--- src/rtl/dsq_pkg.sv ---
package dsq_pkg;

    typedef enum logic [1:0] {
        PH_AZ = 2'd0,
        PH_SI = 2'd1,
        PH_RI = 2'd2
    } dsq_phase_e;

    typedef struct packed {
        logic az;
        logic si;
        logic ri;
    } dsq_sw_t;

    function automatic dsq_sw_t dsq_decode(input dsq_phase_e ph);
        dsq_sw_t sw;
        sw.az = (ph == PH_AZ);
        sw.si = (ph == PH_SI);
        sw.ri = (ph == PH_RI);
        return sw;
    endfunction

endpackage

--- src/rtl/dsq_tick_div.sv ---
module dsq_tick_div #(
    parameter int DIV = 4
) (
    input  logic clk,
    input  logic rst,
    output logic tick
);
    localparam int DIV_W = (DIV > 1) ? $clog2(DIV) : 1;
    localparam logic [DIV_W-1:0] LAST = DIV_W'(DIV - 1);

    logic [DIV_W-1:0] div_q;

    always_ff @(posedge clk) begin
        if (rst || div_q == LAST) div_q <= '0;
        else                      div_q <= div_q + 1'b1;
    end

    assign tick = (div_q == LAST);
endmodule

--- src/rtl/dsq_sync2.sv ---
module dsq_sync2 (
    input  logic clk,
    input  logic rst,
    input  logic d_async,
    output logic q_sync
);
    logic [1:0] stg;

    always_ff @(posedge clk) begin
        if (rst) stg <= '0;
        else     stg <= {stg[0], d_async};
    end

    assign q_sync = stg[1];
endmodule

--- src/rtl/dsq_phase_ctl.sv ---
module dsq_phase_ctl
    import dsq_pkg::*;
#(
    parameter int SIG_COUNTS   = 1000,
    parameter int DEINT_MAX    = 2000,
    parameter int CYCLE_COUNTS = 4000,
    parameter int RES_W        = $clog2(DEINT_MAX)
) (
    input  logic             clk,
    input  logic             rst,
    input  logic             tick,
    input  logic             zero_hit,
    input  logic             int_neg,
    output dsq_phase_e       phase,
    output logic             pol_neg,
    output logic [RES_W-1:0] result,
    output logic             result_neg,
    output logic             overrange,
    output logic             done
);
    localparam int CNT_W = $clog2(CYCLE_COUNTS + 1);
    localparam logic [CNT_W-1:0] SIG_LAST  = CNT_W'(SIG_COUNTS - 1);
    localparam logic [CNT_W-1:0] RI_LAST   = CNT_W'(DEINT_MAX - 1);
    localparam logic [CNT_W-1:0] AZ_BASE   = CNT_W'(CYCLE_COUNTS - SIG_COUNTS - 1);
    localparam logic [CNT_W-1:0] AZ_FIRST  = CNT_W'(CYCLE_COUNTS - SIG_COUNTS - DEINT_MAX);
    localparam logic [RES_W-1:0] RES_CLAMP = RES_W'(DEINT_MAX - 1);

    logic [CNT_W-1:0] cnt;
    logic [CNT_W-1:0] az_len;

    always_ff @(posedge clk) begin
        if (rst) begin
            phase      <= PH_AZ;
            cnt        <= '0;
            az_len     <= AZ_FIRST;
            pol_neg    <= 1'b0;
            result     <= '0;
            result_neg <= 1'b0;
            overrange  <= 1'b0;
            done       <= 1'b0;
        end else begin
            done <= 1'b0;
            if (tick) begin
                unique case (phase)
                    PH_AZ: begin
                        if (cnt == az_len - 1'b1) begin
                            phase <= PH_SI;
                            cnt   <= '0;
                        end else begin
                            cnt <= cnt + 1'b1;
                        end
                    end
                    PH_SI: begin
                        if (cnt == SIG_LAST) begin
                            phase   <= PH_RI;
                            cnt     <= '0;
                            pol_neg <= int_neg;
                        end else begin
                            cnt <= cnt + 1'b1;
                        end
                    end
                    PH_RI: begin
                        if (zero_hit || cnt == RI_LAST) begin
                            phase      <= PH_AZ;
                            cnt        <= '0;
                            done       <= 1'b1;
                            result     <= zero_hit ? cnt[RES_W-1:0] : RES_CLAMP;
                            overrange  <= !zero_hit;
                            result_neg <= pol_neg;
                            az_len     <= AZ_BASE - cnt;
                        end else begin
                            cnt <= cnt + 1'b1;
                        end
                    end
                    default: begin
                        phase <= PH_AZ;
                        cnt   <= '0;
                    end
                endcase
            end
        end
    end
endmodule

--- src/rtl/dslope_seq.sv ---
module dslope_seq
    import dsq_pkg::*;
#(
    parameter int DIV          = 4,
    parameter int SIG_COUNTS   = 1000,
    parameter int DEINT_MAX    = 2000,
    parameter int CYCLE_COUNTS = 4000,
    parameter int RES_W        = $clog2(DEINT_MAX)
) (
    input  logic             clk,
    input  logic             rst,
    input  logic             cmp_in,
    input  logic             int_neg,
    output logic             az_en,
    output logic             si_en,
    output logic             ri_en,
    output logic             ref_neg,
    output logic [RES_W-1:0] result,
    output logic             result_neg,
    output logic             overrange,
    output logic             done
);
    logic       tick;
    logic       cmp_s;
    logic       pol_neg;
    dsq_phase_e phase;
    dsq_sw_t    sw;

    dsq_tick_div #(.DIV(DIV)) u_div (
        .clk  (clk),
        .rst  (rst),
        .tick (tick)
    );

    dsq_sync2 u_sync (
        .clk     (clk),
        .rst     (rst),
        .d_async (cmp_in),
        .q_sync  (cmp_s)
    );

    dsq_phase_ctl #(
        .SIG_COUNTS   (SIG_COUNTS),
        .DEINT_MAX    (DEINT_MAX),
        .CYCLE_COUNTS (CYCLE_COUNTS),
        .RES_W        (RES_W)
    ) u_ctl (
        .clk        (clk),
        .rst        (rst),
        .tick       (tick),
        .zero_hit   (cmp_s),
        .int_neg    (int_neg),
        .phase      (phase),
        .pol_neg    (pol_neg),
        .result     (result),
        .result_neg (result_neg),
        .overrange  (overrange),
        .done       (done)
    );

    assign sw      = dsq_decode(phase);
    assign az_en   = sw.az;
    assign si_en   = sw.si;
    assign ri_en   = sw.ri;
    assign ref_neg = sw.ri & ~pol_neg;
endmodule

--- config.mk ---
export PLATFORM = sky130hd
export DESIGN_NAME = dslope_seq
export DESIGN_NICKNAME = d
export VERILOG_FILES = /design/src/rtl/dsq_pkg.sv /design/src/rtl/dsq_tick_div.sv /design/src/rtl/dsq_sync2.sv /design/src/rtl/dsq_phase_ctl.sv /design/src/rtl/dslope_seq.sv
export SDC_FILE = /design/constraint.sdc
export NUM_CORES = 1
export LEC_CHECK = 0
export ABC_AREA = 0
export BUFFER_PORTS_ARGS = -buffer_cell sky130_fd_sc_hd__buf_2
export CAP_MARGIN = 20
export CORE_MARGIN = 4
export CORE_UTILIZATION = 59
export CTS_CLUSTER_DIAMETER = 40
export CTS_CLUSTER_SIZE = 24
export DETAILED_ROUTE_END_ITERATION = 16
export PLACE_DENSITY = 0.79
export RECOVER_POWER = 100
export SYNTH_ARGS = -nofsm -noshare
export SYNTH_HDL_FRONTEND = slang
export SYNTH_HIERARCHICAL = 1
export SYNTH_SLANG_ARGS = --single-unit
--- constraint.sdc ---
create_clock -name clk -period 3 [get_ports clk]
set_input_delay 0.6 -clock clk [delete_from_list [all_inputs] [get_ports clk]]
set_output_delay 0.6 -clock clk [all_outputs]
set_load 0.005 [all_outputs]
==> results of run 1 <==
path summary, 6_finish.rpt:
kind / start / endpoint / slack (ps) / cells after the start
setup reg to reg: u_ctl/cnt[0]$_SDFFE_PP0P_ / u_ctl/phase[0]$_SDFFE_PP0P_ / 270 / 8
setup / recovery: u_ctl/cnt[0]$_SDFFE_PP0P_ / u_ctl/phase[0]$_SDFFE_PP0P_ / 270 / 8
hold / removal: u_div/div_q[0]$_SDFF_PP0_ / u_div/div_q[0]$_SDFF_PP0_ / 440 / 1
hold reg to reg: u_div/div_q[0]$_SDFF_PP0_ / u_div/div_q[0]$_SDFF_PP0_ / 440 / 1
power by group:
group	internal, mW	switching (mW)
Combinational	0.0112	0.0208
Clock	0.170	0.217
Sequential	0.603	0.00580
layer usage:
layer  vias to the layer above  track usage (%)  share of wire, %
met4                         0             6.68               1.1
met1                       953             30.7                48
li1                       1004                -                 -
met3                         5             4.69               6.5
met2                        63             33.3                45
met5                         -                0                 0
logic make-up after synthesis:
group | count (synthesis) | synth area share (%)
XOR/XNOR | 29 | 11.4
AND/OR/NAND/NOR | 119 | 27.1
multiplexers | 1 | 0.425
buffers and inverters | 29 | 4.89
adder cells (fa/ha/maj) | 5 | 2.66
flip-flops | 45 | 38.3
AO/OA/AOI/OAI | 50 | 15.3
worst max-delay path: cells and delay by family (launching register included):
family	cells	cell delay (ps)
adders and majority gates	1	260
and+or+nand+nor	4	1360
AOI/OAI and AO/OA	3	550
DFF	1	470
layout make-up:
cell class                      count  area [um2]  area share [%]
Clock buffer                        5        68.8            2.70
Clock inverter                      3        25.0           0.981
Inverter                            9        33.8            1.32
Multi-Input combinational cell    204        1330            52.1
Sequential cell                    45         901            35.3
Tap cell                           48        60.1            2.35
Timing Repair Buffer               27         133            5.20
state kept, by name, summed over array words and instances (netlist names):
name              count
u_div/div_q           2
u_ctl/done            1
u_ctl/overrange       1
u_ctl/result         11
u_ctl/cnt            12
u_sync/stg            2
u_ctl/phase           2
u_ctl/az_len         12
u_ctl/result_neg      1
u_ctl/pol_neg         1
synthesized netlist by cell type, drive strengths merged (2+ instances only):
library cell and n:
and2 2, xor2 9, inv 9, and3 2, o22ai 3, nor4 2
nor3 6, or2 2, nand2 24, nand2b 4, o21ai 2, nor2 37
dfxtp 45, or3 4, nand4 7, a211oi 6, buf 7, clkbuf 13
ha 5, a31oi 2, nor3b 6, a211o 4, nor2b 6, a311oi 7
a21oi 12, o21bai 2, o41ai 2, nand3 9, xnor2 19
metrics by stage:
| stage | instances | cell area (um2) | hold slack [ps] |
|---|---|---|---|
| floorplan | 278 | 2350 | 406 |
| global placement | 333 | 2480 | 417 |
| detailed placement | 333 | 2480 | 425 |
| CTS | 341 | 2580 | 439 |
| global route | 341 | 2550 | 463 |
| finish | 341 | 2550 | 437 |
==> metrics.txt, run 1 <==
status finished with violations; failing checks max-capacitance violations, max-slew violations; worst slack, placed 367 ps; worst min-delay path category reg2reg; Root Buffer clkbuf_8; max_cap viols 1; fillers 327; Setup CP Type reg2reg; post-synthesis sequential area ratio 38.3%; Rel. slew slack -16.6%; commonest non-fill, non-tap cells in the layout dfxtp_1, nor2_1, nand2_1; Routed Antenna Nets 0; total gr overflow 0; Max Root-Sink Buffers 2; die area 0.00506 mm2; number of synthesized register bits 45; final wirelength 5120 um; Final Core Density 67.7%; initial core utilization 62.4%; Worst path slowest cell or4b_4; vias in the first global route 1872; Clk pin slew, worst setup/hold paths 90 ps; RSZ-0062 raised after global routing no; Ports 22; Core ar. 0.00377 mm2; CP endpoint kind register; chip width 71.2 um; max-slew violations 41; GP Congestion 0.915; # diodes 0; TritonCTS buffer count 5; Max IR drop VDD 0.000376 V; ys async rst share 0%; Layout Area Growth over Synthesis 8.40%; Final WS setup 273 ps; CTS resizes 0; antenna violations before repair 0; type of origin of the critical path register; Vias/cell 5.94; post-synth top area share 38.3%; PortBufs 21; Post-CTS Setup Inserts 0; latest clock arrival within the worst-skew pair 300 ps; final setup vio count 0; Initial DRC Count 137; CP Data Arrival Time 2940 ps; drt first pass iters 4; Max Fclk 0.367 GHz; Yosys cell types 53; yosys warns 6; TritonCTS Sinks 45; syn nets 287; commonest non-fill, non-tap cell in the layout dfxtp_1; global-route wire length before repair 8890 um; Net count, final 301; WL/cell 15.0 um; Critical Path RT 3210 ps; H-Tree Depth 2; number of synthesized flops with an enable pin 0; layout cells sized above 1 10.9%; Final period util 90.9%; largest net degree at the start of global routing 41; static leakage 0.912 nW; Crit path largest cell delay 520 ps; CP Cell Sequence ha_1 -> and4bb_1 -> a31oi_1 -> a22oi_1 -> and2_1 -> or4b_4 -> or3_1 -> a21oi_1; CTS tree done; routed vias 2025; cts hold-fix bufs 0; Mapped Area 0.00235 mm2; min Tclk post-route 2730 ps; Worst-Margin Slew 1750 ps; dominant cells by area after synthesis dfxtp_1, xnor2_1, nor2_1; total negative slack 0 ps; overall power 1.03 mW; CP Max Fanout 7; Synth area leader dfxtp_1; PwrDens 403 mW/mm2; Post-synth top flop dfxtp_1; final clock skew 8.10 ps; endpoints failing hold 0; Total Routing Usage GR 21.8%; DP HPWL 3680 um; Syn Inst Count 278; Die Ht 71.2 um; row cnt 22; Mean Syn Cell Area 8.47 um2; drc violations 0
No activity file was read; power rests on OpenSTA's default activity.
==> run 2: changes to the inputs <==
Settings changed: CORE_MARGIN 4 to 1.5.
==> metrics.txt, run 2 (same netlist as run 1, synthesis figures left out) <==
status finished clean; final clock skew 9.35 ps; Top Registers u_ctl/az_len (12), u_ctl/cnt (12), u_ctl/result (11); Critical Path RT 3240 ps; TritonCTS Sinks 45; Total Routing Usage GR 26.6%; Final WS setup 321 ps; Rel. slew slack 36.7%; Final period util 89.3%; worst min-delay path category reg2reg; crit path buf inv count 0; CP Max Fanout 7; commonest non-fill, non-tap cells in the layout dfxtp_1, nor2_1, nand2_1; Crit path largest cell delay 530 ps; RSZ-0062 raised after global routing no; Post-CTS Setup Inserts 0; overall power 1.10 mW; TritonCTS buffer count 5; die area 0.00438 mm2; worst slack, placed 387 ps; Layout Area Growth over Synthesis 9.14%; CP Cell Sequence ha_1 -> and4bb_1 -> a31oi_1 -> a22oi_1 -> and2_1 -> or4b_1 -> or3_1 -> a21oi_1; Vias/cell 5.98; drc violations 0; commonest non-fill, non-tap cell in the layout dfxtp_1; CTS resizes 0; Top Family by Delay on Critical Path simple AND/OR/NAND/NOR gates; Initial DRC Count 137; CP Data Arrival Time 2920 ps; final setup vio count 0; GP Congestion 0.866; DP HPWL 3830 um; cts hold-fix bufs 0; H-Tree Depth 2; chip width 66.2 um; layout cells sized above 1 10.2%; Core ar. 0.00374 mm2; Setup CP Type reg2reg; PortBufs 21; routed vias 2044; total negative slack 0 ps; Max IR drop VDD 0.000351 V; CP endpoint kind register; Root Buffer clkbuf_8; WL/cell 15.3 um; final wirelength 5220 um; initial core utilization 62.9%; CTS tree done; endpoints failing hold 0; largest net degree at the start of global routing 25; # diodes 0; total gr overflow 0; Max Fclk 0.373 GHz; Worst-Margin Slew 949 ps; Worst path slowest cell or4b_1; Ports 22; latest clock arrival within the worst-skew pair 300 ps; min Tclk post-route 2680 ps; row cnt 22; vias in the first global route 1837; drt first pass iters 5; antenna violations before repair 0; Clk pin slew, worst setup/hold paths 90 ps; Max Root-Sink Buffers 2; max-slew violations 0; Net count, final 302; type of origin of the critical path register; max_cap viols 0; PwrDens 429 mW/mm2; Die Ht 66.2 um; global-route wire length before repair 8900 um; Routed Antenna Nets 0; static leakage 0.920 nW
run 2: final cells by class:
type | count | area, um2
clock inverter | 3 | 43.8
multi-input combinational | 204 | 1330
inverter | 9 | 33.8
fill | 338 | 1170
tap | 48 | 60.1
timing repair buffer | 28 | 135
sequential | 45 | 901
clock buffer | 5 | 68.8
run 2: metrics by stage:
stage	hold WS (ps)	std cells	area [um2]	utilization [%]
detailed placement	427	334	2490	66.6
CTS	439	342	2610	69.6
global route	465	342	2570	68.6
finish	439	342	2570	68.6
global placement	415	334	2490	66.6
floorplan	406	278	2350	-
run 2: worst paths after layout:
| path | startpoint | cells after the start | slack, ps | to |
|---|---|---|---|---|
| max reg2reg | u_ctl/cnt[0]$_SDFFE_PP0P_ | 8 | 320 | u_ctl/phase[0]$_SDFFE_PP0P_ |
| max | u_ctl/cnt[0]$_SDFFE_PP0P_ | 8 | 320 | u_ctl/phase[0]$_SDFFE_PP0P_ |
| min | u_div/div_q[0]$_SDFF_PP0_ | 1 | 440 | u_div/div_q[0]$_SDFF_PP0_ |
| min reg2reg | u_div/div_q[0]$_SDFF_PP0_ | 1 | 440 | u_div/div_q[0]$_SDFF_PP0_ |
run 2: report_power, final:
part	internal [mW]	switching, mW
Sequential	0.603	0.00600
Clock	0.250	0.212
Combinational	0.0112	0.0208
run 2: metal layers:
metal	vias up	wire length (um)	share of wire [%]	GRT usage [%]
li1	998	-	-	-
met1	986	2360	45	36.4
met2	56	2510	48	42.1
met3	4	299	5.7	4.60
met4	0	49	0.94	9.44
met5	-	0	0	0
==> run 3: changes to the inputs <==
Settings changed: ABC_AREA 0 to 1, SKIP_CTS_REPAIR_TIMING from default to 1.
==> metrics.txt, run 3 <==
Register-to-Register Path Depth 10; Rel. slew slack 32.3%; chip width 68.9 um; Ports 22; capturing point of the worst reg2reg path u_ctl/az_len[9]$_SDFFE_PP1P_; final clock skew 4.16 ps; Net count, final 401; max_cap viols 0; min Tclk post-route 2410 ps; R2R Path Start u_ctl/cnt[1]$_SDFFE_PP0P_; number of synthesized register bits 45; Clk pin slew, worst setup/hold paths 80 ps; initial core utilization 62.7%; Synth area leader dfxtp_1; commonest non-fill, non-tap cell in the layout nand2_1; commonest non-fill, non-tap cells in the layout nand2_1, dfxtp_1, inv_1; Critical Path Source u_ctl/cnt[1]$_SDFFE_PP0P_; syn nets 385; Setup CP Type reg2reg; Initial DRC Count 235; Routed Antenna Nets 0; Layout Area Growth over Synthesis 5.96%; top cells by count, synth nand2_1, dfxtp_1, inv_1, nand3_1, nor2_1; TritonCTS Sinks 45; drc violations 0; total negative slack 0 ps; Max Root-Sink Buffers 2; status finished clean; Syn Inst Count 376; drt first pass iters 4; Mapped Area 0.00256 mm2; CP endpoint kind register; Root Buffer clkbuf_8; dominant cells by area after synthesis dfxtp_1, nand2_1, nand3_1; final wirelength 5680 um; layout cells sized above 1 10.4%; GP Congestion 0.841; number of synthesized flops with an enable pin 0; post-synthesis sequential area ratio 35.2%; Multi-input gate area 0.00138 mm2; DP HPWL 4190 um; Mean Syn Cell Area 6.81 um2; Total Routing Usage GR 26.3%; FF+latch area 901 um2; Max Fclk 0.414 GHz; yosys warns 6; fillers 378; final setup vio count 0; Top Registers u_ctl/az_len (12), u_ctl/cnt (12), u_ctl/result (11); Die Ht 68.9 um; row cnt 23; Max IR drop VDD 0.000301 V; total gr overflow 0; PwrDens 368 mW/mm2; Critical Path RT 3170 ps; PortBufs 21; most frequent cell after synthesis nand2_1; static leakage 1.21 nW; global-route wire length before repair 9180 um; Yosys cell types 38; Core ar. 0.00409 mm2; CP Data Arrival Time 2580 ps; TritonCTS buffer count 5; worst min-delay path category reg2reg; antenna violations before repair 0; Post-synth top flop dfxtp_1; r2r setup slk 590 ps; CTS tree done; type of origin of the critical path register; WL/cell 12.8 um; CP Max Fanout 24; vias in the first global route 2038; Final period util 80.5%; max-slew violations 0; latest clock arrival within the worst-skew pair 290 ps; H-Tree Depth 2; routed vias 2405; DP Cell Count 435; non-filler cells, final 443; Vias/cell 5.43; largest net degree at the start of global routing 26; Worst-Margin Slew 1020 ps; post-synth top area share 35.2%; Critical Path End u_ctl/az_len[9]$_SDFFE_PP1P_; die area 0.00475 mm2; endpoints failing hold 0; RSZ-0062 raised after global routing no; # diodes 0; ys async rst share 0%
[run 3: cell types whose count changed in the layout (fill, tap and decap cells not counted), sizes merged, moves of 7 or more]
cell	change
a311oi	-7
a21oi	+14
nand3	+29
o21ai	+18
xnor2	-16
inv	+37
nand2	+77
[run 3: cell families after synthesis]
logic type,after synthesis,synth area share (%)
AOI/OAI and AO/OA,59,13.1
DFF,45,35.2
and+or+nand+nor,190,33.9
adders and majority gates,5,2.44
buffers and inverters,63,10.6
xor gates and xnor gates,14,4.79
[run 3: worst min path at each step]
stage                                        start                       end  cells past startpoint
after floorplan           u_sync/stg[0]$_SDFF_PP0_  u_sync/stg[1]$_SDFF_PP0_                      2
after global routing      u_sync/stg[0]$_SDFF_PP0_  u_sync/stg[1]$_SDFF_PP0_                      2
after CTS                 u_sync/stg[0]$_SDFF_PP0_  u_sync/stg[1]$_SDFF_PP0_                      2
final                     u_sync/stg[0]$_SDFF_PP0_  u_sync/stg[1]$_SDFF_PP0_                      2
after detailed placement  u_sync/stg[0]$_SDFF_PP0_  u_sync/stg[1]$_SDFF_PP0_                      2
after global placement    u_sync/stg[0]$_SDFF_PP0_  u_sync/stg[1]$_SDFF_PP0_                      2
[run 3: critical path, stage by stage, from the launching register on]
cell and delay [ps]:
dfxtp_1 450, ha_1 250, nand2_2 90, nor2_1 180
nand4_1 90, o21ai_0 360, nand3_4 290, clkinv_2 310
nand3b_1 110, o21ai_0 90, nand2_1 60
[run 3: area by class of cell]
class	count	share of cell area, %
Sequential cell	45	33.2
Clock buffer	7	2.81
Inverter	49	6.82
Multi-Input combinational cell	268	50.8
Tap cell	50	2.31
Timing Repair Buffer	23	3.83
Clock inverter	1	0.277
[run 3: per-layer routing]
metal | vias up | wire length, um | global-route usage (%)
met4 | 0 | 74 | 8.58
met3 | 6 | 351 | 4.38
li1 | 1238 | - | -
met1 | 1089 | 2690 | 36.5
met5 | - | 0 | 0
met2 | 72 | 2570 | 41.5
[run 3: power breakdown]
part / internal (mW) / leakage, nW / switching [mW] / total (mW)
registers: 0.602 / 0.364 / 0.00345 / 0.606
logic: 0.00813 / 0.807 / 0.0251 / 0.0332
clock network: 0.165 / 0.0385 / 0.194 / 0.359
total: 0.775 / 1.21 / 0.223 / 0.998
[run 3: per-stage QoR]
step	worst slack, ps	cell area, um2	util [%]	total power, mW	hold WS (ps)
final	585	2710	66.4	0.998	409
after global routing	329	2710	66.4	1.04	433
after CTS	838	2740	67.1	1.01	413
after detailed placement	851	2660	65.0	0.654	402
after global placement	954	2660	65.0	0.654	392
after floorplan	1250	2560	-	0.645	388
